===== src/rtl/i2c_cs_pkg.sv =====
package i2c_cs_pkg;
  localparam int REG_W = 8;
  // control field positions
  localparam int C_EN = 7, C_IE = 6, C_MST = 5, C_TX = 4, C_NOACK = 3, C_RSTA = 2, C_SPARE = 1, C_DMA = 0;
  // status field positions (fixed order)
  localparam int S_TCF = 0, S_AAS = 1, S_BUSY = 2, S_AL = 3, S_RSV = 4, S_SRW = 5, S_IF = 6, S_RXAK = 7;

  typedef struct packed {
    logic en;
    logic ie;
    logic master;
    logic tx;
    logic noack;
    logic spare;
    logic dmaen;
  } ctrl_t;

  typedef struct packed {
    logic rxak;
    logic iflag;
    logic srw;
    logic al;
    logic busy;
    logic aas;
    logic tcf;
  } stat_t;
endpackage


===== src/rtl/i2c_cs_ctrl.sv =====
module i2c_cs_ctrl
  import i2c_cs_pkg::*;
(
  input  logic  clk,
  input  logic  rst_n,
  input  logic  wr_ctrl,
  input  ctrl_t wr_fields,
  input  logic  wr_rsta,
  input  logic  busy_q,
  output ctrl_t ctrl,
  output logic  rsta_pulse,
  output logic  rsta_loss
);
  logic rsta_ok;

  assign rsta_ok   = wr_ctrl && wr_rsta && busy_q && ctrl.master;
  assign rsta_loss = wr_ctrl && wr_rsta && busy_q && !ctrl.master;

  always_ff @(posedge clk) begin
    if (!rst_n) begin
      ctrl       <= '0;
      rsta_pulse <= 1'b0;
    end else begin
      if (wr_ctrl) ctrl <= wr_fields;
      rsta_pulse <= rsta_ok;
    end
  end

  // a request only follows a master that held a busy bus
  p_rsta_owner_r3: assert property (@(posedge clk) disable iff (!rst_n)
    rsta_pulse |-> ($past(ctrl.master) && $past(busy_q)));
endmodule


===== src/rtl/i2c_cs_status.sv =====
module i2c_cs_status
  import i2c_cs_pkg::*;
(
  input  logic  clk,
  input  logic  rst_n,
  input  logic  bus_busy,
  input  logic  ev_xfer_start,
  input  logic  ev_xfer_done,
  input  logic  ack_in,
  input  logic  ev_addr_match,
  input  logic  addr_rw,
  input  logic  ev_arb_lost,
  input  logic  ev_data_access,
  input  logic  rsta_loss,
  input  logic  dma_mode,
  input  logic  clr_if,
  input  logic  clr_al,
  output stat_t st,
  output logic  pending
);
  logic if_set, al_set, busy_fall;

  assign al_set    = ev_arb_lost || rsta_loss;
  assign if_set    = (ev_xfer_done && !dma_mode) || ev_addr_match || al_set;
  assign busy_fall = st.busy && !bus_busy;

  always_ff @(posedge clk) begin
    if (!rst_n) begin
      st      <= '0;
      st.tcf  <= 1'b1;
      pending <= 1'b0;
    end else begin
      st.busy <= bus_busy;
      if (ev_xfer_done) begin
        st.tcf  <= 1'b1;
        st.rxak <= ack_in;
      end else if (ev_xfer_start) begin
        st.tcf <= 1'b0;
      end
      if (ev_addr_match) begin
        st.aas <= 1'b1;
        st.srw <= addr_rw;
      end else if (busy_fall) begin
        st.aas <= 1'b0;
      end
      if (al_set)      st.al <= 1'b1;
      else if (clr_al) st.al <= 1'b0;
      if (if_set)      st.iflag <= 1'b1;
      else if (clr_if) st.iflag <= 1'b0;
      if (ev_xfer_done)        pending <= 1'b1;
      else if (ev_data_access) pending <= 1'b0;
    end
  end

  p_tcf_done_r5: assert property (@(posedge clk) disable iff (!rst_n)
    ev_xfer_done |=> st.tcf);
  p_al_set_r4: assert property (@(posedge clk) disable iff (!rst_n)
    (ev_arb_lost || rsta_loss) |=> st.al);
  p_aas_set_r6: assert property (@(posedge clk) disable iff (!rst_n)
    ev_addr_match |=> st.aas);
  p_iflag_hold_r7: assert property (@(posedge clk) disable iff (!rst_n)
    (st.iflag && !clr_if) |=> st.iflag);
  p_dma_mask_r8: assert property (@(posedge clk) disable iff (!rst_n)
    (!st.iflag && dma_mode && !ev_addr_match && !ev_arb_lost && !rsta_loss) |=> !st.iflag);
endmodule


===== src/rtl/i2c_cs_out.sv =====
module i2c_cs_out
  import i2c_cs_pkg::*;
(
  input  logic  clk,
  input  logic  rst_n,
  input  ctrl_t ctrl,
  input  logic  iflag,
  input  logic  pending,
  input  logic  ack_cyc_addr,
  input  logic  ack_cyc_data,
  output logic  sda_ack,
  output logic  irq,
  output logic  dma_tx_req,
  output logic  dma_rx_req
);
  logic dma_go;

  assign dma_go     = ctrl.en && ctrl.dmaen && ctrl.master && pending;
  assign dma_tx_req = dma_go && ctrl.tx;
  assign dma_rx_req = dma_go && !ctrl.tx;
  assign irq        = iflag && ctrl.ie;

  always_comb begin
    if (ack_cyc_addr)      sda_ack = !ctrl.en;
    else if (ack_cyc_data) sda_ack = ctrl.noack;
    else                   sda_ack = 1'b1;
  end

  p_slave_no_dma_r10: assert property (@(posedge clk) disable iff (!rst_n)
    !ctrl.master |-> !(dma_tx_req || dma_rx_req));
  p_addr_ack_r2: assert property (@(posedge clk) disable iff (!rst_n)
    (ack_cyc_addr && ctrl.en) |-> !sda_ack);
endmodule


===== src/rtl/i2c_ctrl_status.sv =====
module i2c_ctrl_status
  import i2c_cs_pkg::*;
(
  input  logic       clk,
  input  logic       rst_n,
  input  logic       reg_we,
  input  logic       reg_sel,
  input  logic [7:0] reg_wdata,
  output logic [7:0] reg_rdata,
  input  logic       bus_busy,
  input  logic       addr_phase,
  input  logic       ev_xfer_start,
  input  logic       ev_xfer_done,
  input  logic       ack_in,
  input  logic       ev_addr_match,
  input  logic       addr_rw,
  input  logic       ev_arb_lost,
  input  logic       ev_data_access,
  input  logic       ack_cyc_addr,
  input  logic       ack_cyc_data,
  output logic       sda_ack,
  output logic       rsta_pulse,
  output logic       irq,
  output logic       dma_tx_req,
  output logic       dma_rx_req
);
  ctrl_t ctrl, wr_fields;
  stat_t st;
  logic  wr_ctrl, wr_stat, rsta_loss, pending;
  logic [REG_W-1:0] ctrl_view, stat_view;

  assign wr_ctrl = reg_we && !reg_sel;
  assign wr_stat = reg_we && reg_sel;

  assign wr_fields = '{en: reg_wdata[C_EN], ie: reg_wdata[C_IE], master: reg_wdata[C_MST],
                       tx: reg_wdata[C_TX], noack: reg_wdata[C_NOACK],
                       spare: reg_wdata[C_SPARE], dmaen: reg_wdata[C_DMA]};

  i2c_cs_ctrl u_ctrl (
    .clk(clk), .rst_n(rst_n), .wr_ctrl(wr_ctrl), .wr_fields(wr_fields),
    .wr_rsta(reg_wdata[C_RSTA]), .busy_q(st.busy), .ctrl(ctrl),
    .rsta_pulse(rsta_pulse), .rsta_loss(rsta_loss)
  );

  i2c_cs_status u_stat (
    .clk(clk), .rst_n(rst_n), .bus_busy(bus_busy), .ev_xfer_start(ev_xfer_start),
    .ev_xfer_done(ev_xfer_done), .ack_in(ack_in), .ev_addr_match(ev_addr_match),
    .addr_rw(addr_rw), .ev_arb_lost(ev_arb_lost), .ev_data_access(ev_data_access),
    .rsta_loss(rsta_loss), .dma_mode(ctrl.dmaen && ctrl.master),
    .clr_if(wr_stat && reg_wdata[S_IF]), .clr_al(wr_stat && reg_wdata[S_AL]),
    .st(st), .pending(pending)
  );

  i2c_cs_out u_out (
    .clk(clk), .rst_n(rst_n), .ctrl(ctrl), .iflag(st.iflag), .pending(pending),
    .ack_cyc_addr(ack_cyc_addr), .ack_cyc_data(ack_cyc_data), .sda_ack(sda_ack),
    .irq(irq), .dma_tx_req(dma_tx_req), .dma_rx_req(dma_rx_req)
  );

  always_comb begin
    ctrl_view          = '0;
    ctrl_view[C_EN]    = ctrl.en;
    ctrl_view[C_IE]    = ctrl.ie;
    ctrl_view[C_MST]   = ctrl.master;
    ctrl_view[C_TX]    = ctrl.tx || addr_phase;
    ctrl_view[C_NOACK] = ctrl.noack;
    ctrl_view[C_SPARE] = ctrl.spare;
    ctrl_view[C_DMA]   = ctrl.dmaen;
    stat_view          = '0;
    stat_view[S_TCF]   = st.tcf;
    stat_view[S_AAS]   = st.aas;
    stat_view[S_BUSY]  = st.busy;
    stat_view[S_AL]    = st.al;
    stat_view[S_SRW]   = st.srw;
    stat_view[S_IF]    = st.iflag;
    stat_view[S_RXAK]  = st.rxak;
  end

  assign reg_rdata = reg_sel ? stat_view : ctrl_view;

  // interrupt line tracks flag and enable
  p_irq_gate_r9: assert property (@(posedge clk) disable iff (!rst_n)
    irq |-> (st.iflag && ctrl.ie));
endmodule


===== config.mk =====
export PLATFORM = sky130hd
export DESIGN_NAME = i2c_ctrl_status
export DESIGN_NICKNAME = d
export VERILOG_FILES = /design/src/rtl/i2c_cs_pkg.sv /design/src/rtl/i2c_cs_ctrl.sv /design/src/rtl/i2c_cs_status.sv /design/src/rtl/i2c_cs_out.sv /design/src/rtl/i2c_ctrl_status.sv
export SDC_FILE = /design/constraint.sdc
export NUM_CORES = 1
export LEC_CHECK = 0
export CAP_MARGIN = 20
export CELL_PAD_IN_SITES_DETAIL_PLACEMENT = 1
export CELL_PAD_IN_SITES_GLOBAL_PLACEMENT = 2
export CORE_MARGIN = 3
export CORE_UTILIZATION = 22
export DETAILED_ROUTE_END_ITERATION = 10
export GPL_ROUTABILITY_DRIVEN = 0
export GPL_TIMING_DRIVEN = 0
export PLACE_DENSITY = 0.85
export SYNTH_ARGS = -nofsm -noshare
export SYNTH_HDL_FRONTEND = slang
export SYNTH_SLANG_ARGS = --single-unit

===== constraint.sdc =====
create_clock -name clk -period 1.1 [get_ports clk]
set_clock_uncertainty 0.05 [all_clocks]
set_input_delay 0.11 -clock clk [delete_from_list [all_inputs] [get_ports clk]]
set_output_delay 0.11 -clock clk [all_outputs]
set_load 0.005 [all_outputs]

# Word level (Yosys, flattened, before mapping)
# Index checks and enable logic that the tools add are counted.
[word_totals] register_bits=16 input_bits=23 out_inout_bits=13 elab_cells=60
[op_classes] n_mux=11 bitwise_logic=1 n_reduce_logical=32
[ops] op="1-bit logical AND" count=17
[ops] op="1-bit two-way mux" count=10
[ops] op="8-bit two-way mux" count=1
[ops] op="2-bit nonzero test" count=4
[ops] op="1-bit zero test" count=6
[ops] op="1-bit logical OR" count=4
[ops] op="2-bit OR reduction" count=1
[ops] op="1-bit inverter" count=1

# Depth between registers and ports, before layout
# Gate-level depths: netlist (run 1).
[depth] word_depth=8 ltp_mapped=4 ltp_nobuf=3

# Cells and area by module
# From an unflattened synthesis (run 1), not the netlist that was laid out.
[unflattened] hier_cells=74 hier_area_um2=768.2
[modules_own_cells] mod="i2c_cs_ctrl" instances=1 cells_each=27 area_per_inst_um2=301.5 seq_area_each_um2=160.2
[modules_own_cells] mod="i2c_cs_status" instances=1 cells_each=27 area_per_inst_um2=285.3 seq_area_each_um2=160.2
[modules_own_cells] mod="i2c_ctrl_status" instances=1 cells_each=13 area_per_inst_um2=145.1 seq_area_each_um2=0.0
[modules_own_cells] mod="i2c_cs_out" instances=1 cells_each=7 area_per_inst_um2=36.3 seq_area_each_um2=0.0

# Worst setup path before layout (run 1)
# OpenSTA, ideal clock, no wires.
[synth_timing] path_type="flip-flop to flip-flop" from="reg, netlist name u_ctrl.ctrl[4]" to="reg, netlist name u_stat.st[5]" setup_ns=0.129 arrival_ns=0.754 t_required_ns=0.921 slack_ns=0.167 stages_incl_launch_ff=4 path_buffers=0 period_less_slack_ns=0.933 path_cell_list="dfxtp_1 nand2_1 a221oi_1 a21boi_0"
[synth_via] elab_chain_cells=6 elab_cells_between_ends=10 cone_classes="mux: 1; reduce/logical: 9"
[synth_lines] element="1-bit logical AND" line="i2c_ctrl_status.sv:49" rtl=".rsta_loss(rsta_loss), .dma_mode(ctrl.dmaen && ctrl.master),"
[synth_lines] element="1-bit zero test" line="i2c_cs_status.sv:24" rtl="assign if_set = (ev_xfer_done && !dma_mode) || ev_addr_match || al_set;"
[synth_lines] element="1-bit logical AND" line="i2c_cs_status.sv:24"
[synth_lines] element="1-bit logical OR" line="i2c_cs_status.sv:24"
[synth_lines] element="1-bit logical OR *" line="i2c_cs_status.sv:24"
[synth_lines] element="1-bit two-way mux or 2-bit nonzero test (tied branches)"
# Every way passes the cells marked *; elsewhere a longest branch is shown, timed or not.
# A chain may end at the register's enable or synchronous reset.

# Worst setup path after layout (run 1)
[layout_timing] from="reg, netlist name u_ctrl.ctrl[0]" to="out dma_rx_req"
[layout_via] elab_chain_cells=4
[layout_lines] element="1-bit logical AND (3 in a row)" line="i2c_cs_out.sv:18" rtl="assign dma_go = ctrl.en && ctrl.dmaen && ctrl.master && pending;"
[layout_lines] element="1-bit logical AND" line="i2c_cs_out.sv:20" rtl="assign dma_rx_req = dma_go && !ctrl.tx;"
[layout_lines] element="end: declaration" line="i2c_ctrl_status.sv:25" rtl="output logic dma_rx_req"
# No other way between the ends.

==> flow_summary_export.csv, run 1 <==
group,metric,value,unit
synth,synth_top_cell_area_share,44.1,%
sta,timing.fmax,0.821,GHz
floorplanning,fp.dieW,63.4,um
critical_path,path_class,"flop to primary output",
cells_and_area,areaGrowthSynthToFinish,78.8,%
global_routing,grt_usage,12.1,%
floorplanning,start_util,23.4,%
placed_design,io_buffers,35,
cts,cts_buffer_depth,2,
hold_path,hold_path_class,"primary input to flop",
pwr,leakage,0.599,nW
cells_and_area,diodes,0,
synth,ys_seq_area_share,44.1,%
critical_path,arrival,1.06,ns
sta,hold_violations,0,
critical_path,cpPeakStageDelay,0.35,ns
floorplanning,num_io_pins,36,
floorplanning,die_area,4020,um2
cts,cts_root_buf,"clkbuf_4",
critical_path,r2r_end,"u_stat.st[5]",
cts,clk_latency,0.29,ns
critical_path,critical-path-slowest-cell,"dfxtp_2",
cts,holdBufCountCts,0,
floorplanning,rows,20,
cells_and_area,final_cells,170,
cts,ctsHtreeMaxLevel,1,
synth,synth_area_per_cell,9.81,um2
sta,rsz0062_at_grt,"yes",
cts,clk_pin_slew,0.10,ns
critical_path,startpoint_type,"flop",
routing,remaining_drc_errors,0,
synth,synthCells,74,
sta,fin_ws,-0.118,ns
placed_design,place_area,1130,um2
sta,finalMaxSlewViolations,0,
synth,ys_ff_latch,16,
synth,dominantRegCellSynth,"dfxtp_1",
critical_path,reg2reg_from,"u_ctrl.ctrl[0]",
floorplanning,fp.coreArea,3100,um2
sta,tightest_slew,0.224,ns
synth,ys_top_cells_by_area,"dfxtp_1, mux2i_1, nor2b_1, mux2_2, and2_1",
routing,routed_via_density,4.29,
pwr,power_density,1020,nW/um2
outcome,status,"complete, but fails checks",
hold_path,min_to,"u_stat.st[2]",
hold_path,hold_depth,2,
pwr,vdd_drop_max,0.000477,V
synth,syn-num-nets,97,
global_routing,antenna_found_initial,0,
critical_path,crit_required,0.94,ns
global_routing,grt_pass1_vias,746,
critical_path,crit_chain,"buf_6 > nand4_1 > nor2_1 > buf_2",
cells_and_area,fin_util,41.8,%
cts,cts_tree,"yes",
cts,cts_sinks,16,
critical_path,r2r_cells,6,
critical_path,critPathCaptureType,"primary output",
synth,synth_edf_count,0,
sta,period_share,111,%
sta,slew_headroom,85.0,%
critical_path,crit_fanout,2,
cts,numCtsBuffers,3,
critical_path,r2r_slack,-0.08,ns
synth,synth_common_cells,"dfxtp_1, nor2b_1, mux2i_1",
routing,dr.pass1.iters,2,
placed_design,dp_hpwl,1570,um
synth,synth_top_cell_by_area,"dfxtp_1",
synth,synth.most_common_cell,"dfxtp_1",
routing,drt-wirelength-per-cell,13.7,um
routing,drt_iter0_markers,19,
synth,async_reset_ff_share,0,%
cells_and_area,finalNetCount,150,
routing,dr_total_vias,730,
cells_and_area,design_area,1300,um2
synth,synthDistinctLibCells,23,
sta,whs,0.347,ns
synth,ys_warn_count,0,
routing,routed_wl,2340,um
placed_design,dp_slack,-0.752,ns
sta,setup_viol_count_final,11,
placed_design,place_inst,153,
global_routing,grt-ovfl-total,0,
routing,ant_nets,0,
outcome,failed_checks,"setup timing",
run,cap_violations,0,
global_routing,grt_max_degree,11,
sta,min_period,1.22,ns
global_routing,grt_pass1_wl,3700,um
synth,syn-cell-area,726,um2
floorplanning,die_h,63.4,um
hold_path,hp-start,"bus_busy",
cells_and_area,drive_gt1_share,42.9,%
-- critical path, delay by kind of cell (launching register included) --
kind | cells | cell delay [ns]
simple gates | 2 | 0.21
buf+inv | 2 | 0.21
flops | 1 | 0.35
-- power breakdown --
part	leakage, nW	switching [W]	internal, W
Clock	0.0210	0.000194	0.000202
Combinational	0.443	0.000102	0.000195
Sequential	0.135	0.0000201	0.000613
-- final cells by class --
cell class                 count  area, um2
sequential                    16        337
multi-input combinational     53        412
buffer                         3       27.5
tap                           44       55.1
clock buffer                   4       36.3
inverter                       2       10.0
timing repair buffer          48        420
fill                         376       1810
-- cells by family (layout without fill, tap and decap cells) --
kind of cell	after synthesis	count (layout)	synth area share, %
buffers and inverters	5	57	3.79
AND/OR/NAND/NOR	31	31	24.8
multiplexers	14	14	20.2
AO/OA/AOI/OAI	8	8	7.07
flip-flops	16	16	44.1
-- worst max path at each step --
| stage | startpoint | to | slack [ns] | cells after the start |
|---|---|---|---|---|
| CTS | u_ctrl.ctrl[0] | reg_rdata[0] | -0.16 | 2 |
| detailed placement | reg_sel | reg_rdata[0] | -0.75 | 4 |
| global placement | reg_sel | reg_rdata[0] | -0.75 | 4 |
| floorplan | u_ctrl.ctrl[4] | u_stat.st[5] | 0.17 | 3 |
| finish | u_ctrl.ctrl[0] | dma_rx_req | -0.12 | 4 |
| global route | u_ctrl.ctrl[0] | dma_rx_req | -0.19 | 4 |
-- cells in the final DEF (no fill, tap or decap), drive strengths merged, types with 2 or more instances in the layout --
| master | synthesis | routed |
|---|---|---|
| mux2i | 9 | 9 |
| clkdlybuf4s50 | 0 | 21 |
| nand2b | 3 | 3 |
| a21boi | 2 | 2 |
| and2 | 3 | 3 |
| a21oi | 3 | 3 |
| mux2 | 5 | 5 |
| clkbuf | 1 | 6 |
| nand2 | 3 | 3 |
| nor2 | 4 | 4 |
| nor2b | 11 | 11 |
| buf | 2 | 26 |
| nand3 | 2 | 2 |
| dfxtp | 16 | 16 |
| inv | 2 | 2 |
-- routing by layer --
metal	vias to the layer above	GRT usage [%]	wire (um)
li1	357	-	-
met1	345	13.3	940
met2	23	22.0	1200
met3	5	3.03	149
met4	0	4.85	51
met5	-	0	0
-- repair_timing --
action / in CTS / in global routing
gates resized for setup: 72 / 15
gates cloned: 1 / 0
setup endpoints to repair: 13 / 22
buffers inserted: 9 / 4
pin swaps: 8 / 7
-- per-stage QoR --
stage / total power (W) / setup TNS [ns]
3_5_place_dp: 0.000894 / -9.72
4_1_cts: 0.00132 / -0.876
5_1_grt: 0.00138 / -1.27
3_3_place_gp: 0.000887 / -9.19
6_report: 0.00133 / -0.728
2_1_floorplan: 0.000736 / 0
-- registers in the layout, indices dropped and copies added, names as in the netlist --
| signal | count |
|---|---|
| u_ctrl.ctrl | 7 |
| u_stat.st | 7 |
| u_ctrl.rsta_pulse | 1 |
| u_stat.pending | 1 |
No activity file was read; power rests on OpenSTA's default activity.
==> run 2, diff against run 1 <==
--- a/config.mk
+++ b/config.mk
@@ -5,7 +5,6 @@
 export SDC_FILE = /design/constraint.sdc
 export NUM_CORES = 1
 export LEC_CHECK = 0
-export CAP_MARGIN = 20
 export CELL_PAD_IN_SITES_DETAIL_PLACEMENT = 1
 export CELL_PAD_IN_SITES_GLOBAL_PLACEMENT = 2
 export CORE_MARGIN = 3
@@ -17,3 +16,4 @@
 export SYNTH_ARGS = -nofsm -noshare
 export SYNTH_HDL_FRONTEND = slang
 export SYNTH_SLANG_ARGS = --single-unit
+export TNS_END_PERCENT = 5
==> run 2 against run 1 <==
Effect of this change:
- the flow still finishes with violations (setup timing)
- combinational power decreased by 12%
- critical path type unchanged
- sequential share of layout area increased by 1.9 points
- clock power about the same
- maximum frequency decreased by 0.28%
- largest power group unchanged
- register-to-register slack improved by 0.13 ns
- sequential cell count unchanged
==> flow_summary_export.csv, run 2 (synthesis gave the netlist of run 1 again) <==
group,metric,value,unit
cts,cts_tree,"yes",
routing,ant_nets,0,
global_routing,grt_max_degree,11,
critical_path,path_class,"flop to primary output",
cts,cts_buffer_depth,2,
routing,drt_iter0_markers,20,
run,cap_violations,0,
floorplanning,fp.coreArea,3100,um2
cts,ctsHtreeMaxLevel,1,
critical_path,startpoint_type,"flop",
routing,drt-wirelength-per-cell,13.5,um
placed_design,dp_slack,-0.752,ns
global_routing,grt_pass1_vias,736,
sta,timing.fmax,0.819,GHz
sta,slew_headroom,73.2,%
cells_and_area,finalNetCount,144,
cts,numCtsBuffers,3,
floorplanning,die_h,63.4,um
cts,cts_sinks,16,
sta,period_share,111,%
routing,dr_total_vias,692,
hold_path,hold_path_class,"primary input to flop",
placed_design,io_buffers,35,
critical_path,arrival,1.06,ns
critical_path,crit_required,0.94,ns
routing,dr.pass1.iters,2,
sta,tns,-0.589,ns
sta,hold_violations,0,
cells_and_area,final_common_cell,"clkdlybuf4s50_1",
pwr,leakage,0.536,nW
critical_path,critPathCaptureType,"primary output",
floorplanning,rows,20,
routing,remaining_drc_errors,0,
floorplanning,fp.dieW,63.4,um
placed_design,dp_hpwl,1570,um
pwr,vdd_drop_max,0.000463,V
floorplanning,die_area,4020,um2
sta,rsz0062_at_grt,"yes",
global_routing,grt_usage,11.6,%
floorplanning,num_io_pins,36,
cells_and_area,drive_gt1_share,37.5,%
cells_and_area,diodes,0,
floorplanning,start_util,23.4,%
global_routing,grt-ovfl-total,0,
cells_and_area,areaGrowthSynthToFinish,66.2,%
outcome,status,"complete, but fails checks",
sta,min_period,1.22,ns
cells_and_area,final_cell_mix,"clkdlybuf4s50_1, nor2b_1, mux2i_1, dfxtp_2, clkbuf_2",
sta,finalMaxSlewViolations,0,
global_routing,grt_pass1_wl,3570,um
cts,cts_root_buf,"clkbuf_4",
routing,routed_via_density,4.22,
cts,clk_latency,0.29,ns
global_routing,antenna_found_initial,0,
routing,routed_wl,2210,um
sta,fin_ws,-0.121,ns
cts,holdBufCountCts,0,
cts,clk_pin_slew,0.10,ns
sta,tightest_slew,0.401,ns
cells_and_area,reg_top3,"u_ctrl.ctrl: 7 flops, u_stat.st: 7 flops",
sta,setup_viol_count_final,8,
outcome,failed_checks,"setup timing",
pwr,power_density,1070,nW/um2
critical_path,crit_fanout,2,
## run 2: cell count changes in the layout (fill, tap and decap cells not counted), moves of 2 or more
cell / before / now
buf_2: 8 / 4
mux2_2: 3 / 5
buf_4: 9 / 5
mux2_4: 2 / 0
clkbuf_2: 2 / 8
buf_6: 9 / 4
## run 2: layout make-up
class                   count  area, um2
inverters                   2       7.51
flip-flops and latches     16        335
clock buffers               4       36.3
multi-input cells          53        397
fillers                   381       1900
well taps                  44       55.1
plain buffers               3       26.3
repair buffers             42        349
## run 2: final timing paths
path	start	endpoint	slack, ns	cells past startpoint
setup / recovery	u_ctrl.ctrl[4]	dma_rx_req	-0.12	4
hold / removal	bus_busy	u_stat.st[2]	0.34	2
setup reg to reg	u_stat.st[2]	u_stat.st[5]	0.05	4
hold reg to reg	u_stat.st[3]	u_stat.st[3]	0.42	2
## run 2: metal layers
metal	wire length (um)	track usage, %	part of all wire (%)	vias to the layer above
met5	0	0	0	-
met4	36	4.85	1.6	0
met3	105	3.03	4.8	2
met2	1090	20.3	50	20
met1	972	13.3	44	326
li1	-	-	-	344
## run 2: repair_timing
| item | 4_1_cts | 5_1_grt |
|---|---|---|
| pin swaps | 5 | 5 |
| buffers inserted | 6 | 0 |
| cloned | 1 | 0 |
| gates resized for setup | 52 | 15 |
| endpoints found under the setup margin | 13 | 24 |
| hold endpoints to repair | 0 | 0 |
## run 2: metrics by stage
step	utilization (%)	cell area, um2	hold WS (ns)	total power (W)	instances
3_5_place_dp	36.5	1130	0.420	0.000894	153
2_1_floorplan	-	726	0.166	0.000736	74
4_1_cts	39.6	1230	0.338	0.00130	164
3_3_place_gp	36.5	1130	0.406	0.000887	153
6_report	38.9	1210	0.345	0.00129	164
5_1_grt	38.9	1210	0.365	0.00134	164
## run 2: where the power goes
group          leakage [nW]  switching [W]  internal [W]  total (W)
Combinational         0.380      0.0000937      0.000167   0.000261
Sequential            0.135      0.0000194      0.000612   0.000632
Clock                0.0210       0.000191      0.000202   0.000393
## run 2: worst max-delay path, cell delays in order, from the launching register on
cell and delay [ns]:
dfxtp_2 0.34, buf_4 0.10, nand4_1 0.11, nor2_1 0.10, buf_2 0.12
